### src/rtl/tdm_fir_pkg.sv
package tdm_fir_pkg;
  localparam int CW = 4;

  // Fixed coefficient set: 1 at both ends, 5 in between
  function automatic logic signed [CW-1:0] coef_at(input int idx, input int ntaps);
    if (idx == 0 || idx == ntaps - 1) return CW'(1);
    return CW'(5);
  endfunction

  function automatic int coef_mag_sum(input int ntaps);
    int s;
    logic signed [CW-1:0] c;
    s = 0;
    for (int k = 0; k < ntaps; k++) begin
      c = coef_at(k, ntaps);
      s += (c < 0) ? -int'(c) : int'(c);
    end
    return s;
  endfunction
endpackage

### src/rtl/tdm_fir_frame.sv
module tdm_fir_frame #(
  parameter int NCH   = 2,
  parameter int GUARD = 4,
  parameter int CHW   = 1
) (
  input  logic           clk,
  input  logic           rst_n,
  input  logic           in_valid,
  input  logic           in_sop,
  input  logic           in_eop,
  input  logic           busy,
  output logic           in_ready,
  output logic           start,
  output logic [CHW-1:0] start_ch,
  output logic           frame_err
);
  localparam int GW = $clog2(GUARD + 1);

  logic [GW-1:0]  gcnt;
  logic           guard_done, synced, beat, take, bad_sop, bad_eop, bad;
  logic [CHW-1:0] cur_ch, eff_ch;

  always_comb begin
    guard_done = (gcnt == GW'(GUARD));
    in_ready   = guard_done && !busy;
    beat       = in_valid && in_ready;
    eff_ch     = in_sop ? '0 : cur_ch;
    take       = beat && (synced || in_sop);
    bad_sop    = synced && (in_sop != (cur_ch == '0));
    bad_eop    = in_eop != (eff_ch == CHW'(NCH - 1));
    bad        = take && (bad_sop || bad_eop);
    start      = take && !bad;
    start_ch   = eff_ch;
  end

  always_ff @(posedge clk or negedge rst_n) begin
    if (!rst_n) begin
      gcnt      <= '0;
      synced    <= 1'b0;
      cur_ch    <= '0;
      frame_err <= 1'b0;
    end else begin
      if (!guard_done) gcnt <= gcnt + GW'(1);
      frame_err <= bad;
      if (start) begin
        synced <= 1'b1;
        cur_ch <= (eff_ch == CHW'(NCH - 1)) ? '0 : eff_ch + CHW'(1);
      end else if (bad) begin
        synced <= 1'b0;
        cur_ch <= '0;
      end
    end
  end

  // an error pulse always follows an accepted beat
  a_r9_err_after_beat: assert property (@(posedge clk) disable iff (!rst_n)
    frame_err |-> $past(in_valid && in_ready));
endmodule

### src/rtl/tdm_fir_hist.sv
module tdm_fir_hist #(
  parameter int NCH   = 2,
  parameter int NTAPS = 7,
  parameter int DW    = 16,
  parameter int CHW   = 1,
  parameter int TW    = 3
) (
  input  logic           clk,
  input  logic           rst_n,
  input  logic           wr_en,
  input  logic [CHW-1:0] wr_ch,
  input  logic [DW-1:0]  wr_data,
  input  logic [CHW-1:0] rd_ch,
  input  logic [TW-1:0]  rd_tap,
  output logic [DW-1:0]  rd_data
);
  logic [DW-1:0] line [NCH][NTAPS];

  for (genvar c = 0; c < NCH; c++) begin : g_ch
    always_ff @(posedge clk or negedge rst_n) begin
      if (!rst_n) begin
        for (int k = 0; k < NTAPS; k++) line[c][k] <= '0;
      end else if (wr_en && wr_ch == CHW'(c)) begin
        line[c][0] <= wr_data;
        for (int k = 1; k < NTAPS; k++) line[c][k] <= line[c][k-1];
      end
    end
  end

  assign rd_data = line[rd_ch][rd_tap];
endmodule

### src/rtl/tdm_fir_mac.sv
module tdm_fir_mac #(
  parameter int NCH   = 2,
  parameter int NTAPS = 7,
  parameter int DW    = 16,
  parameter int AW    = 21,
  parameter int CHW   = 1,
  parameter int TW    = 3
) (
  input  logic           clk,
  input  logic           rst_n,
  input  logic           start,
  input  logic [CHW-1:0] start_ch,
  input  logic [DW-1:0]  rd_data,
  output logic           busy,
  output logic [CHW-1:0] rd_ch,
  output logic [TW-1:0]  rd_tap,
  output logic           out_valid,
  output logic [AW-1:0]  out_data,
  output logic           out_sop,
  output logic           out_eop
);
  logic signed [AW-1:0] acc, prod, x_ext, c_ext;
  logic [CHW-1:0]       out_ch;

  always_comb begin
    x_ext = AW'($signed(rd_data));
    c_ext = AW'(tdm_fir_pkg::coef_at(int'(rd_tap), NTAPS));
    prod  = x_ext * c_ext;
  end

  always_ff @(posedge clk or negedge rst_n) begin
    if (!rst_n) begin
      busy      <= 1'b0;
      rd_ch     <= '0;
      rd_tap    <= '0;
      acc       <= '0;
      out_valid <= 1'b0;
      out_data  <= '0;
      out_sop   <= 1'b0;
      out_eop   <= 1'b0;
      out_ch    <= '0;
    end else begin
      out_valid <= 1'b0;
      if (start) begin
        busy   <= 1'b1;
        rd_ch  <= start_ch;
        rd_tap <= '0;
        acc    <= '0;
      end else if (busy) begin
        if (rd_tap == TW'(NTAPS - 1)) begin
          busy      <= 1'b0;
          out_valid <= 1'b1;
          out_data  <= acc + prod;
          out_ch    <= rd_ch;
          out_sop   <= (rd_ch == '0);
          out_eop   <= (rd_ch == CHW'(NCH - 1));
        end else begin
          acc    <= acc + prod;
          rd_tap <= rd_tap + TW'(1);
        end
      end
    end
  end

  // a new sum never starts while one is running
  a_r7_start_idle: assert property (@(posedge clk) disable iff (!rst_n)
    start |-> !busy);
  // results are single-cycle pulses
  a_r6_single_pulse: assert property (@(posedge clk) disable iff (!rst_n)
    out_valid |=> !out_valid);
  // results only end a running sum
  a_r6_ends_sum: assert property (@(posedge clk) disable iff (!rst_n)
    out_valid |-> $past(busy));
  // marker/channel agreement
  a_r6_sop_ch0: assert property (@(posedge clk) disable iff (!rst_n)
    (out_valid && out_sop) |-> out_ch == '0);
  a_r6_eop_last: assert property (@(posedge clk) disable iff (!rst_n)
    (out_valid && out_eop) |-> out_ch == CHW'(NCH - 1));
endmodule

### src/rtl/tdm_fir.sv
module tdm_fir #(
  parameter int NCH   = 2,
  parameter int DW    = 16,
  parameter int NTAPS = 7,
  parameter int GUARD = 4,
  localparam int AW   = DW + $clog2(tdm_fir_pkg::coef_mag_sum(NTAPS) + 1)
) (
  input  logic          clk,
  input  logic          rst_n,
  input  logic          in_valid,
  output logic          in_ready,
  input  logic [DW-1:0] in_data,
  input  logic          in_sop,
  input  logic          in_eop,
  output logic          out_valid,
  output logic [AW-1:0] out_data,
  output logic          out_sop,
  output logic          out_eop,
  output logic          frame_err
);
  localparam int CHW = (NCH > 1) ? $clog2(NCH) : 1;
  localparam int TW  = (NTAPS > 1) ? $clog2(NTAPS) : 1;

  logic           start, busy;
  logic [CHW-1:0] start_ch, rd_ch;
  logic [TW-1:0]  rd_tap;
  logic [DW-1:0]  rd_data;

  tdm_fir_frame #(.NCH(NCH), .GUARD(GUARD), .CHW(CHW)) u_frame (
    .clk(clk), .rst_n(rst_n), .in_valid(in_valid), .in_sop(in_sop),
    .in_eop(in_eop), .busy(busy), .in_ready(in_ready), .start(start),
    .start_ch(start_ch), .frame_err(frame_err)
  );

  tdm_fir_hist #(.NCH(NCH), .NTAPS(NTAPS), .DW(DW), .CHW(CHW), .TW(TW)) u_hist (
    .clk(clk), .rst_n(rst_n), .wr_en(start), .wr_ch(start_ch),
    .wr_data(in_data), .rd_ch(rd_ch), .rd_tap(rd_tap), .rd_data(rd_data)
  );

  tdm_fir_mac #(.NCH(NCH), .NTAPS(NTAPS), .DW(DW), .AW(AW), .CHW(CHW), .TW(TW)) u_mac (
    .clk(clk), .rst_n(rst_n), .start(start), .start_ch(start_ch),
    .rd_data(rd_data), .busy(busy), .rd_ch(rd_ch), .rd_tap(rd_tap),
    .out_valid(out_valid), .out_data(out_data), .out_sop(out_sop),
    .out_eop(out_eop)
  );

  // nothing leaves the block while it is held in reset
  a_r1_quiet_in_reset: assert property (@(posedge clk)
    !rst_n |-> (!in_ready && !out_valid && !frame_err));
endmodule

### config.mk
export PLATFORM = sky130hd
export DESIGN_NAME = tdm_fir
export DESIGN_NICKNAME = d
export VERILOG_FILES = /design/src/rtl/tdm_fir_pkg.sv /design/src/rtl/tdm_fir_frame.sv /design/src/rtl/tdm_fir_hist.sv /design/src/rtl/tdm_fir_mac.sv /design/src/rtl/tdm_fir.sv
export SDC_FILE = /design/constraint.sdc
export NUM_CORES = 1
export LEC_CHECK = 0
export BUFFER_PORTS_ARGS = -buffer_cell sky130_fd_sc_hd__buf_2
export CAP_MARGIN = 30
export CORE_MARGIN = 5
export CORE_UTILIZATION = 43
export CTS_CLUSTER_SIZE = 25
export DETAILED_ROUTE_END_ITERATION = 12
export PLACE_DENSITY = 0.58
export SLEW_MARGIN = 20
export SYNTH_ARGS = -nofsm -noshare
export SYNTH_HDL_FRONTEND = slang
export SYNTH_SLANG_ARGS = --single-unit
### constraint.sdc
create_clock -name clk -period 12.8 [get_ports clk]
set_clock_uncertainty 0.05 [all_clocks]
set_input_delay 1.92 -clock clk [delete_from_list [all_inputs] [get_ports clk]]
set_output_delay 1.92 -clock clk [all_outputs]
set_load 0.1 [all_outputs]
==> flow_summary.toml <==
[cts]
cts_resized = 0
htree_levels = 1
root_buffer = "clkbuf_16"
clock_latency_ps = 550
cts_tree = "done"
ctsHoldBuffers = 0
clockBufferDepth = 3
cts.sinks = 280
path_clk_slew_ps = 60
post_cts_buffers = 0
cts_buffers = 31

[synthesis]
syn_avg_cell_area_um2 = 12.78
yosysWarnings = 0
yosysTopAreaCell = "dfrtp_1"
synth.top_cell.area_share_pct = 49.45
yosysUniqueCellTypes = 59
synth_async_sr_flop_share_pct = 100.0
synth_area_leaders = "dfrtp_1 (49%), mux2_1 (15%), mux4_2 (6.5%), ha_1 (5.0%), mux2_2 (3.4%)"
ys_seq_area_share_pct = 49.45
syn-cell-area_mm2 = 0.01417
synth_edf_count = 0
synth.ff_latch_count = 280
syn_nets = 1189
synthCells = 1109
synth_ff_type = "dfrtp_1"

[timing]
fin_ws_ps = 6054
final-hold-violation-count = 0
clock.fmax_mhz = 148.2
final-max-slew-violation-count = 0
setup_viol = 0
fin_setup_tns_ps = 0
tightest_slew_ps = 940.8
fin_crit_ps = 6746
max_slew_margin_pct = 37.28
rsz0062_at_grt = "false"
period_share_pct = 52.70

[global_routing]
antenna_found_initial = 0
grt_pass1_wl_mm = 47.78
grt_usage_pct = 15.84
grt_pass1_vias = 8991
overflow = 0
grt_max_degree = 190

[route]
drt_pass1_iterations = 7
wl_per_cell_um = 17.48
routed_wl_mm = 28.15
drt_iter0_markers = 404
drt-vias-per-instance = 5.322
ant_nets = 0
drc = 0
vias = 8569

[layout]
antenna_cells = 0
mostFrequentLayoutCells = "dfrtp_1 (277), mux2_1 (184), nand2_1 (65)"
final_nets = 1225
syn_to_final_growth_pct = 12.02
n_fill_cell = 2988
drive_gt1_share_pct = 17.55
mostFrequentLayoutCell = "dfrtp_1"

[worst_setup_path]
r2r_end = "u_mac.acc[20]"
crit_arrival_ps = 7180
critPathKind = "flop to flop"
worstPathCellList = "buf_4, mux4_2, mux2i_1, nor2_1, a21oi_1, o21ai_1, and2_1, ha_1, ha_1, or3_1, o21a_1, a21oi_1, nor2b_1, o21ai_0, a21oi_1, ha_1, nor2_1, nand2_1, or3_1, o21a_1, o2111ai_2, a21boi_0, or4_1, nand3_1"
end_kind = "flop"
critPathMaxFanout = 39
cp_slowest_cell = "dfrtp_4"
r2r_start = "u_mac.rd_ch"
slowest_delay_ps = 900
cp-start-kind = "flop"
r2r_slack_ps = 6050
r2r.worst_path.cells = 24
critPathRequiredTime_ps = 13240

[placement]
gp_congestion = 0.7948
port_buffers = 46
dp_hpwl_mm = 18.09
pre_cts_ws_ps = 6020

[run]
max_cap_violations = 0

[die]
die_area_mm2 = 0.03668
start_util_pct = 43.55
coreArea_mm2 = 0.03254
ios = 47
die_height_um = 191.5
fp.dieW_um = 191.5
rows = 66

[outcome]
status = "completed"

[hold_path]
holdPathEnd = "u_mac.out_eop"
worstHoldStart = "u_mac.out_eop"
whs_path_depth = 2
min_path_type = "flop to flop"
## worst max-delay path: cells and delay by family, from the launching register on
kind / cells / cell delay, ps
compound gates: 9 / 1570
fa+ha+maj: 3 / 760
buf+inv: 1 / 670
flops: 1 / 900
mux: 2 / 730
simple gates: 9 / 1910
## through the flow
stage	hold WS, ps	util [%]	instances	cell area [um2]
floorplan	403.9	-	1109	14170
global placement	406.9	45.58	1552	14830
detailed placement	416.5	45.58	1552	14830
CTS	431.1	48.60	1608	15810
global route	451.1	48.78	1610	15870
finish	421.0	48.78	1610	15870
## Yosys cell counts (all sizes together) (2+ instances only)
cell,number
a211oi,4
a21boi,5
a21o,8
a21oi,41
a31oi,2
and2,19
and3,4
and4,2
buf,34
clkbuf,22
dfrtp,280
fa,2
ha,57
inv,21
mux2,227
mux2i,39
mux4,42
nand2,67
nand2b,5
nand3,10
nor2,50
nor2b,7
nor3,3
o2111ai,2
o211ai,4
o21a,9
o21ai,68
o21bai,3
o22ai,18
o31a,3
or3,5
or4,3
xnor2,16
xor2,13
## cells by family (layout without fill, tap and decap cells)
kind of cell    Yosys count  after routing  synth area share [%]
fa+ha+maj                59             59                 5.316
flops                   280            280                 49.45
mux                     308            308                 27.50
xor+xnor                 30             30                 1.951
buf+inv                  78            137                 2.367
compound gates          175            175                 7.497
simple gates            179            179                 5.925
## worst max path at each step
stage,cells past startpoint,to,slack (ps),startpoint
floorplan,28,u_mac.acc[20],7340,u_mac.rd_ch
global placement,25,u_mac.acc[20],6130,u_mac.rd_ch
detailed placement,24,u_mac.acc[20],6020,u_mac.rd_ch
CTS,24,u_mac.acc[20],6010,u_mac.rd_ch
global route,25,u_mac.acc[20],5490,u_mac.rd_ch
finish,24,u_mac.acc[20],6050,u_mac.rd_ch
## flip-flops by register name, summed over array words and instances, names as in the netlist, 3 cells and up
name / cells
u_frame.gcnt: 3
u_mac.rd_tap: 3
u_mac.acc: 21
u_mac.out_data: 21
u_hist.line: 224
## routing by layer
| metal | vias to the layer above | global-route usage, % | wire [um] |
|---|---|---|---|
| li1 | 4113 | - | - |
| met1 | 4318 | 23.31 | 13820 |
| met2 | 105 | 25.39 | 12830 |
| met3 | 33 | 2.155 | 1014 |
| met4 | 0 | 3.122 | 484 |
| met5 | - | 0 | 0 |
## layout make-up
cell class              count  area, um2  share of cell area (%)
repair buffers             59      390.4                   2.459
clock buffers              45      868.3                   5.471
clock inverters            11      116.4                  0.7331
inverters                  22      82.58                  0.5203
flip-flops and latches    280       7013                   44.18
multi-input cells         751       6849                   43.15
well taps                 442      553.0                   3.484
Power is not shown: default switching activity piles up to over one toggle a cycle in this logic, so the estimate is an artifact.
